--- config.mk ---
export PLATFORM = sky130hd
export DESIGN_NAME = evq_drain_sorter
export DESIGN_NICKNAME = d
export VERILOG_FILES = /design/src/rtl/evq_drain_pkg.sv /design/src/rtl/evq_bucket_index.sv /design/src/rtl/evq_stale_table.sv /design/src/rtl/evq_sort_buf.sv /design/src/rtl/evq_drain_sorter.sv
export SDC_FILE = /design/constraint.sdc
export NUM_CORES = 2
export LEC_CHECK = 0
export BUFFER_PORTS_ARGS = -buffer_cell sky130_fd_sc_hd__buf_2
export CORE_MARGIN = 2
export CORE_UTILIZATION = 30
export DETAILED_ROUTE_END_ITERATION = 7
export GPL_ROUTABILITY_DRIVEN = 1
export HOLD_SLACK_MARGIN = 0.1
export SLEW_MARGIN = 10
export SYNTH_ARGS = -nofsm -noshare
export SYNTH_HDL_FRONTEND = slang
export SYNTH_SLANG_ARGS = --single-unit
--- constraint.sdc ---
create_clock -name clk -period 10.1 [get_ports clk]
set_input_delay 0.505 -clock clk [delete_from_list [all_inputs] [get_ports clk]]
set_output_delay 0.505 -clock clk [all_outputs]
set_load 0.05 [all_outputs]
--- src/rtl/evq_drain_pkg.sv ---
package evq_drain_pkg;
    typedef enum logic [0:0] {
        ST_FILL = 1'b0,
        ST_EMIT = 1'b1
    } drain_state_e;

    localparam int DEF_TIME_W = 16;
    localparam int DEF_PID_W  = 4;
    localparam int DEF_DEPTH  = 32;
endpackage

--- src/rtl/evq_bucket_index.sv ---
module evq_bucket_index #(
    parameter int TIME_W    = 16,
    parameter int IVL_SHIFT = 4,
    parameter int NUM_LISTS = 8,
    localparam int LW = (NUM_LISTS > 1) ? $clog2(NUM_LISTS) : 1
) (
    input  logic [TIME_W-1:0] tag,
    output logic [LW-1:0]     list_idx
);
    logic [TIME_W-1:0] slot_num;

    assign slot_num = tag >> IVL_SHIFT;
    assign list_idx = LW'(32'(slot_num) % NUM_LISTS);
endmodule

--- src/rtl/evq_stale_table.sv ---
module evq_stale_table #(
    parameter int TIME_W = 16,
    parameter int PID_W  = 4,
    localparam int NPART = 1 << PID_W
) (
    input  logic              clk,
    input  logic              rst_n,
    input  logic              wr_en,
    input  logic [PID_W-1:0]  wr_id,
    input  logic [TIME_W-1:0] wr_time,
    input  logic [PID_W-1:0]  rd_a,
    input  logic [PID_W-1:0]  rd_b,
    input  logic [TIME_W-1:0] ctime,
    output logic              stale
);
    logic [TIME_W-1:0] inv_q [NPART];

    for (genvar p = 0; p < NPART; p++) begin : g_part
        always_ff @(posedge clk or negedge rst_n) begin
            if (!rst_n)
                inv_q[p] <= '0;
            else if (wr_en && wr_id == PID_W'(p))
                inv_q[p] <= wr_time;
        end
    end

    assign stale = (inv_q[rd_a] > ctime) || (inv_q[rd_b] > ctime);
endmodule

--- src/rtl/evq_sort_buf.sv ---
module evq_sort_buf #(
    parameter int KEY_W = 16,
    parameter int DAT_W = 24,
    parameter int DEPTH = 32,
    localparam int CW = $clog2(DEPTH + 1)
) (
    input  logic             clk,
    input  logic             rst_n,
    input  logic             ins,
    input  logic [KEY_W-1:0] ins_key,
    input  logic [DAT_W-1:0] ins_dat,
    input  logic             pop,
    output logic [KEY_W-1:0] head_key,
    output logic [DAT_W-1:0] head_dat,
    output logic [CW-1:0]    count
);
    logic [KEY_W-1:0] key_q [DEPTH];
    logic [DAT_W-1:0] dat_q [DEPTH];
    logic [CW-1:0]    cnt_q;
    logic [DEPTH-1:0] stay;

    for (genvar i = 0; i < DEPTH; i++) begin : g_slot
        logic [KEY_W-1:0] nxt_key;
        logic [DAT_W-1:0] nxt_dat;
        logic [KEY_W-1:0] sh_key;
        logic [DAT_W-1:0] sh_dat;

        assign stay[i] = (CW'(i) < cnt_q) && (key_q[i] <= ins_key);

        if (i == 0) begin : g_head
            always_comb begin
                if (stay[0]) begin
                    nxt_key = key_q[0];
                    nxt_dat = dat_q[0];
                end else begin
                    nxt_key = ins_key;
                    nxt_dat = ins_dat;
                end
            end
        end else begin : g_body
            always_comb begin
                if (stay[i]) begin
                    nxt_key = key_q[i];
                    nxt_dat = dat_q[i];
                end else if (stay[i-1]) begin
                    nxt_key = ins_key;
                    nxt_dat = ins_dat;
                end else begin
                    nxt_key = key_q[i-1];
                    nxt_dat = dat_q[i-1];
                end
            end
        end

        if (i == DEPTH - 1) begin : g_tail
            assign sh_key = key_q[i];
            assign sh_dat = dat_q[i];
        end else begin : g_mid
            assign sh_key = key_q[i+1];
            assign sh_dat = dat_q[i+1];
        end

        always_ff @(posedge clk) begin
            if (ins) begin
                key_q[i] <= nxt_key;
                dat_q[i] <= nxt_dat;
            end else if (pop) begin
                key_q[i] <= sh_key;
                dat_q[i] <= sh_dat;
            end
        end

        if (i < DEPTH - 1) begin : g_ord

            order_chk: assert property (@(posedge clk) disable iff (!rst_n)
                (CW'(i + 1) < cnt_q) |-> (key_q[i] <= key_q[i+1]));
        end
    end

    always_ff @(posedge clk or negedge rst_n) begin
        if (!rst_n)
            cnt_q <= '0;
        else if (ins && !pop)
            cnt_q <= cnt_q + 1'b1;
        else if (pop && !ins)
            cnt_q <= cnt_q - 1'b1;
    end

    assign head_key = key_q[0];
    assign head_dat = dat_q[0];
    assign count    = cnt_q;


    no_overflow_chk: assert property (@(posedge clk) disable iff (!rst_n)
        ins |-> (cnt_q != CW'(DEPTH)));
endmodule

--- src/rtl/evq_drain_sorter.sv ---
module evq_drain_sorter
    import evq_drain_pkg::*;
#(
    parameter int TIME_W    = DEF_TIME_W,
    parameter int PID_W     = DEF_PID_W,
    parameter int DEPTH     = DEF_DEPTH,
    parameter int IVL_SHIFT = 4,
    parameter int NUM_LISTS = 8,
    localparam int LW = (NUM_LISTS > 1) ? $clog2(NUM_LISTS) : 1,
    localparam int DW = TIME_W + 2 * PID_W,
    localparam int CW = $clog2(DEPTH + 1)
) (
    input  logic              clk,
    input  logic              rst_n,
    input  logic [TIME_W-1:0] app_time,
    output logic [LW-1:0]     app_list,
    input  logic              inv_we,
    input  logic [PID_W-1:0]  inv_pid,
    input  logic [TIME_W-1:0] inv_time,
    input  logic              in_valid,
    output logic              in_ready,
    input  logic              in_last,
    input  logic [TIME_W-1:0] in_time,
    input  logic [TIME_W-1:0] in_ctime,
    input  logic [PID_W-1:0]  in_pa,
    input  logic [PID_W-1:0]  in_pb,
    output logic              out_valid,
    input  logic              out_ready,
    output logic [TIME_W-1:0] out_time,
    output logic [TIME_W-1:0] out_ctime,
    output logic [PID_W-1:0]  out_pa,
    output logic [PID_W-1:0]  out_pb,
    output logic              ovf_err
);
    drain_state_e state_q, state_d;
    logic          stale, accept, ins, pop, full;
    logic [CW-1:0] cnt;
    logic [DW-1:0] head_dat;
    logic          ovf_q;

    evq_bucket_index #(.TIME_W(TIME_W), .IVL_SHIFT(IVL_SHIFT), .NUM_LISTS(NUM_LISTS)) u_index (
        .tag(app_time), .list_idx(app_list)
    );

    evq_stale_table #(.TIME_W(TIME_W), .PID_W(PID_W)) u_stale (
        .clk(clk), .rst_n(rst_n),
        .wr_en(inv_we), .wr_id(inv_pid), .wr_time(inv_time),
        .rd_a(in_pa), .rd_b(in_pb), .ctime(in_ctime), .stale(stale)
    );

    evq_sort_buf #(.KEY_W(TIME_W), .DAT_W(DW), .DEPTH(DEPTH)) u_sort (
        .clk(clk), .rst_n(rst_n),
        .ins(ins), .ins_key(in_time), .ins_dat({in_ctime, in_pa, in_pb}),
        .pop(pop), .head_key(out_time), .head_dat(head_dat), .count(cnt)
    );

    assign full   = (cnt == CW'(DEPTH));
    assign accept = in_valid && in_ready;
    assign ins    = accept && !stale;
    assign pop    = out_valid && out_ready;
    assign {out_ctime, out_pa, out_pb} = head_dat;
    assign ovf_err = ovf_q;

    always_ff @(posedge clk or negedge rst_n) begin
        if (!rst_n)
            state_q <= ST_FILL;
        else
            state_q <= state_d;
    end

    always_comb begin
        state_d = state_q;
        unique case (state_q)
            ST_FILL: if (accept && in_last) state_d = ST_EMIT;
            ST_EMIT: if (cnt == '0) state_d = ST_FILL;
        endcase
    end

    always_comb begin
        in_ready  = 1'b0;
        out_valid = 1'b0;
        unique case (state_q)
            ST_FILL: in_ready  = !full;
            ST_EMIT: out_valid = (cnt != '0);
        endcase
    end

    always_ff @(posedge clk or negedge rst_n) begin
        if (!rst_n)
            ovf_q <= 1'b0;
        else if (state_q == ST_FILL && full && in_valid)
            ovf_q <= 1'b1;
    end


    emit_hold_chk: assert property (@(posedge clk) disable iff (!rst_n)
        (state_q == ST_EMIT && cnt != '0) |=> (state_q == ST_EMIT));


    ovf_sticky_chk: assert property (@(posedge clk) disable iff (!rst_n)
        ovf_err |=> ovf_err);


    stale_drop_chk: assert property (@(posedge clk) disable iff (!rst_n)
        (accept && stale) |=> (cnt == $past(cnt)));


    pop_count_chk: assert property (@(posedge clk) disable iff (!rst_n)
        pop |=> (cnt + 1'b1 == $past(cnt)));
endmodule

# ---- Word-level counts from Yosys, hierarchy flattened
# Memories as Yosys holds them, arrays and structs flattened.
# Cells that the tools add are included.
# W data, S select, Z words.
dict set report op_classes {
  addsub 2
  n_mul 0
  div_mod_pow 0
  n_lt_le_gt_ge 68
  n_eq_ne 16
  shifts 0
  muxes 208
  bitwise 67
  reduce_logical 65
}
# cell n
set ops {}
lappend ops {{$mux W24} 95}
lappend ops {{$mux W16} 99}
lappend ops {{$le A16 B16 Y1} 32}
lappend ops {{$bmux W16 S4} 2}
lappend ops {{$lt A5 B6 Y1 const A} 16}
lappend ops {{$or A1 B1 Y1} 64}
lappend ops {{$logic_and A1 B1 Y1} 56}
lappend ops {{$lt A4 B6 Y1 const A} 8}
lappend ops {{$eq A4 B4 Y1 const B} 8}
lappend ops {{$gt A16 B16 Y1} 2}
lappend ops {{$lt A3 B6 Y1 const A} 4}
lappend ops {{$eq A4 B3 Y1 const B} 4}
lappend ops {{$lt A1 B6 Y1 const A} 2}
lappend ops {{$lt A2 B6 Y1 const A} 2}
lappend ops {{$mux W6} 2}
lappend ops {{$ge A5 B5 Y1 const B} 2}
lappend ops {{$not A4 Y5} 2}
lappend ops {{$mux W1} 9}
lappend ops {{$eq A4 B2 Y1 const B} 2}
lappend ops {{$add A6 B1 Y6 const B} 1}
lappend ops {{$eq A6 B6 Y1 const B} 1}
lappend ops {{$logic_not A6 Y1} 1}
lappend ops {{$reduce_bool A6 Y1} 1}
lappend ops {{$sub A6 B1 Y6 const B} 1}
lappend ops {{7 further kinds} 10}
dict set report word_totals {
  register_bits 264
  latch_bits 0
  mem_bits_rw 1280
  romBits 0
  input_bits 82
  out_inout_bits 46
  wordCells 447
  memories 2
}
# name words width read_ports rd_ports_with_merged_regs wr line_no
set mem_list {}
lappend mem_list {u_sort.dat_q 32 24 32 0 32 evq_sort_buf.sv:18} ;# logic [DAT_W-1:0] dat_q [DEPTH];
lappend mem_list {u_sort.key_q 32 16 32 0 32 evq_sort_buf.sv:17} ;# logic [KEY_W-1:0] key_q [DEPTH];

# ---- Depth between registers and ports, before layout
dict set report depth {
  ltp_word 12
  depth_mapped 21
  mapped_depth_nobuf 15
}

# ---- Modules after synthesis
# A second synthesis with hierarchy kept.
dict set report unflattened {
  cells_unflattened 10785
  hier_area_um2 102803.6
}
# module instances cells_per_inst area_per_inst_um2 seq_area_each_um2
set modules_own_cells {}
lappend modules_own_cells {evq_sort_buf 1 9896 87994.4 38587.0}
lappend modules_own_cells {evq_stale_table 1 872 14652.8 6406.1}
lappend modules_own_cells {evq_drain_sorter 1 14 133.9 50.0}
lappend modules_own_cells {evq_bucket_index 1 3 22.5 0.0}

# ---- Least setup slack after synthesis
# Ideal clock, no wire load.
dict set report synth_path {
  kind {in2reg}
  start {input in_pa[0]}
  end {memory u_sort.dat_q[7][0], in the netlist u_sort.dat_q[1][72], enable pin}
  setup_ps 548
  arrival_time_ps 7394
  t_required_ps 9552
  path_slack_ps 2158
  path_stages 11
  n_path_buf 2
  path_cell_list {clkbuf_1 buf_2 mux4_2 mux4_2 ha_1 a21oi_1 o21a_1 o211ai_1 a2111oi_0 o21ai_1 o41ai_1}
}
# item line_no
set synth_lines {}
lappend synth_lines {{start: declaration} evq_drain_sorter.sv:25} ;# input logic [PID_W-1:0] in_pa,
lappend synth_lines {{end: declaration} evq_sort_buf.sv:18}

==> qor.txt <==
Int Power -> 23800 uW
Hold Startpoint -> in_time[4]
Compound-gate portion of the synthesized area -> 0.238
Tot GR Track Use -> 0.222
Leakage -> 0.0396 uW
Sw Pwr -> 21400 uW
Critical path arrival -> 7.66 ns
Fmax achieved -> 0.140 GHz
Pre-CTS WS -> 2.24 ns
DR WL/cell -> 27.3 microns
XOR/XNOR share of the synthesized area -> 0.000487
Crit-path max cell delay -> 0.93 ns
Startpoint types -> input port
Worst-Skew Late Latency -> 0.92 ns
Area grow syn2layout -> 9.95%
Remaining DRCs -> 0
FF-to-FF End -> u_sort.key_q[1][152]$_DFFE_PP_
Synth Cell Area -> 0.108 sq mm
Area of the multi-input gates -> 0.0574 sq mm
Synth Net Count -> 12.0k
Clk slew on worst S/H paths -> 0.06 ns
Row Count -> 220
Syn avg cell area -> 9.52 sq um
R2r startpoint -> u_stale.inv_q[27]$_DFFE_PN0P_
Post-CTS setup repair buffer count -> 0
Max-slew violations -> 0
Post-synthesis adder-cell area fraction -> 0.0638
Power density over the cells -> 382 mW/mm^2
Hold Path Stages -> 3
Syn Inst Count -> 11.3k
Root buf cell -> clkbuf_16
Register bit total from synthesis -> 1544
Crit end category -> flip-flop
Largest net degree at the start of global routing -> 240
Register area share after synthesis -> 0.418
Ports -> 128
Sequential Area -> 0.0450 sq mm
Most frequent cell after synthesis -> nor3_1
Commonest cells post-synth -> nor3_1 (1399), a311oi_1 (1369), a21oi_1 (1307), edfxtp_1 (1280), clkbuf_1 (1150)
Cell breakdown of the critical path -> buf_6 -> buf_4 -> mux4_2 -> mux4_2 -> ha_1 -> nand4_1 -> a2111oi_0 -> a2111oi_1 -> o21ai_4 -> or2_2 -> ha_4 -> buf_4 -> buf_4 -> a311oi_1 -> a21oi_1 -> a311oi_1
FF-to-FF setup slack -> 3.33 ns
Crit-path slowest cell -> buf_4
CTS Buf Count -> 190
Starting Density -> 0.301
Post-synthesis mux area share -> 0.0710
Hold Path End -> u_sort.key_q[0][4]$_DFFE_PP_
Clock share of power -> 0.150
Global-route wire length before repair -> 622000 microns
Peak fanout along the critical path -> 107
R2R depth -> 14
Ranking of synthesized cells by area -> edfxtp_1 (36%), a311oi_1 (11%), nor3_1 (6.5%)
Cell taking the most area after synthesis -> edfxtp_1
Core box area -> 0.358 sq mm
Via count -> 100k
Max transition margin -> 0.102
RSZ-0062 raised after global routing -> no
FFs w/ async S/R, synth -> 0.171
Worst hold path class -> in -> reg
Via/cell ratio -> 6.46
Ys flop type -> edfxtp_1
Peak VDD IR -> 248 uV
Number of synthesized flops with an enable pin -> 1280
H-tree lvl count -> 4
Reg power frac -> 0.342
Vias in the first global route -> 92.2k
Main combinational cell family by area after synthesis -> compound AO/OA/AOI/OAI gates
Final Total Pwr -> 45300 uW
Synth Warn # -> 0
Global route total overflow -> 0
# port buffers -> 108
GP Congestion -> 0.889
Max-cap violations -> 0
Die area -> 0.364 sq mm
Setup Viol. Count Final -> 0
Total length of routed wires -> 422000 microns
WP data required -> 10.63 ns
Final TNS setup -> 0 ns
Combinational Power Share -> 0.508
Hpwl dp -> 273000 microns
Min Tclk post-route -> 7.12 ns
Switch share -> 0.473
Synth unique cells -> 78
DRT Pass-1 Iters -> 8
Hold buffer count at CTS -> 20
Synth top area share -> 0.356
Post-synthesis simple-gate area fraction -> 0.148
Crit share post-route -> 0.705
Least-Margin Pin Slew -> 1.34 ns
Initial antenna violation count -> 18
Nets -> 11.2k
Filler instances -> 36.4k
Clock Sinks -> 1544
Die height -> 604 microns
DRT antenna net count -> 0
Status -> complete, no violations
Setup ws final -> 2.98 ns
Chip Width -> 604 microns
Crit-path most repeated cell -> buf_4
Setup Skew -> 0.0816 ns
Final-report hold violation count -> 0
First DRT Iteration DRCs -> 14.2k
Critical path type -> in -> reg
Max Buffers Root-to-Sink -> 4
CTS tree -> done
Post-CTS Resized -> 0
Share of layout cells above drive strength 1 -> 0.128
final cells by class:
type,count,share of cell area
Tap cell,4773,0.0504
Sequential cell,1544,0.380
Antenna cell,14,0.000295
Timing Repair Buffer,450,0.0282
Clock inverter,86,0.00550
Clock buffer,246,0.0435
Multi-Input combinational cell,8122,0.484
Inverter,245,0.00776
critical path, delay by kind of cell:
family                     cells  cell delay [ns]
buffers and inverters          4             2.97
AOI/OAI and AO/OA              6             1.39
and+or+nand+nor                2             0.40
muxes                          2             1.08
adders and majority gates      2             1.15
power groups by stage:
| stage | Combinational (uW) | Sequential [uW] | Clock [uW] |
|---|---|---|---|
| 2_1_floorplan | 16700 | 14100 | 0 |
| 6_report | 23000 | 15500 | 6780 |
| 3_3_place_gp | 21900 | 15400 | 0 |
| 3_5_place_dp | 22400 | 15400 | 0 |
| 4_1_cts | 22500 | 15300 | 6820 |
| 5_1_grt | 25100 | 15700 | 7060 |
state kept, by name (all words and copies together) (netlist names):
name / cells
u_sort.dat_q: 768
u_sort.key_q: 512
u_stale.inv_q: 256
u_sort.count: 6
ovf_err: 1
state_q: 1
worst max path at each step:
stage | start | end | slack [ns] | cells past startpoint
global route | in_pa[0] | u_sort.key_q[1][203]$_DFFE_PP_ | 2.48 | 15
detailed placement | in_pa[0] | u_sort.key_q[1][152]$_DFFE_PP_ | 2.24 | 16
floorplan | in_pa[0] | u_sort.dat_q[1][72]$_DFFE_PP_ | 2.16 | 11
CTS | in_pa[0] | u_sort.key_q[1][152]$_DFFE_PP_ | 3.13 | 15
global placement | in_pa[0] | u_sort.key_q[1][215]$_DFFE_PP_ | 2.29 | 16
finish | in_pa[0] | u_sort.key_q[1][152]$_DFFE_PP_ | 2.98 | 16
cells in the final DEF (no fill, tap or decap), types with 36 or more instances in the layout:
| master | n |
|---|---|
| mux4_2 | 160 |
| mux2i_1 | 40 |
| buf_2 | 98 |
| a221oi_1 | 56 |
| o21ai_0 | 312 |
| edfxtp_1 | 1280 |
| inv_1 | 229 |
| or3_1 | 43 |
| nand4_1 | 129 |
| mux2_2 | 316 |
| clkbuf_16 | 196 |
| a21oi_1 | 1302 |
| nor2b_1 | 152 |
| nand2_1 | 260 |
| buf_4 | 317 |
| dfrtp_1 | 263 |
| ha_1 | 549 |
| a21o_1 | 42 |
| nand3_1 | 126 |
| nor4_1 | 84 |
| nor2_1 | 969 |
| a211oi_1 | 155 |
| o311a_1 | 67 |
| nor3_1 | 1396 |
| clkbuf_1 | 43 |
| a222oi_1 | 40 |
| clkinv_1 | 36 |
| a31oi_1 | 124 |
| a311oi_1 | 1369 |
layer usage:
| metal | GRT usage | share of wire |
|---|---|---|
| met2 | 0.332 | 0.43 |
| met3 | 0.0527 | 0.11 |
| met4 | 0.0928 | 0.046 |
| met1 | 0.304 | 0.41 |
| met5 | 0 | 0.00026 |
cell families (layout without fill, tap and decap cells):
| logic type | count (synthesis) | count (layout) |
|---|---|---|
| AOI/OAI and AO/OA | 3693 | 3693 |
| other | 0 | 14 |
| and+or+nand+nor | 3349 | 3349 |
| buffers and inverters | 1660 | 1027 |
| xor gates and xnor gates | 6 | 6 |
| muxes | 524 | 524 |
| adders and majority gates | 550 | 550 |
| DFF | 1544 | 1544 |
metrics by stage:
stage	hold slack, ns	instance area, sq um	std cells	util
2_1_floorplan	0.209	108000	11300	-
3_3_place_gp	0.453	113000	15100	0.314
3_5_place_dp	0.454	113000	15100	0.314
4_1_cts	0.144	119000	15500	0.331
5_1_grt	0.184	119000	15500	0.331
6_report	0.167	119000	15500	0.331
Power figures use the tool's default switching activity.
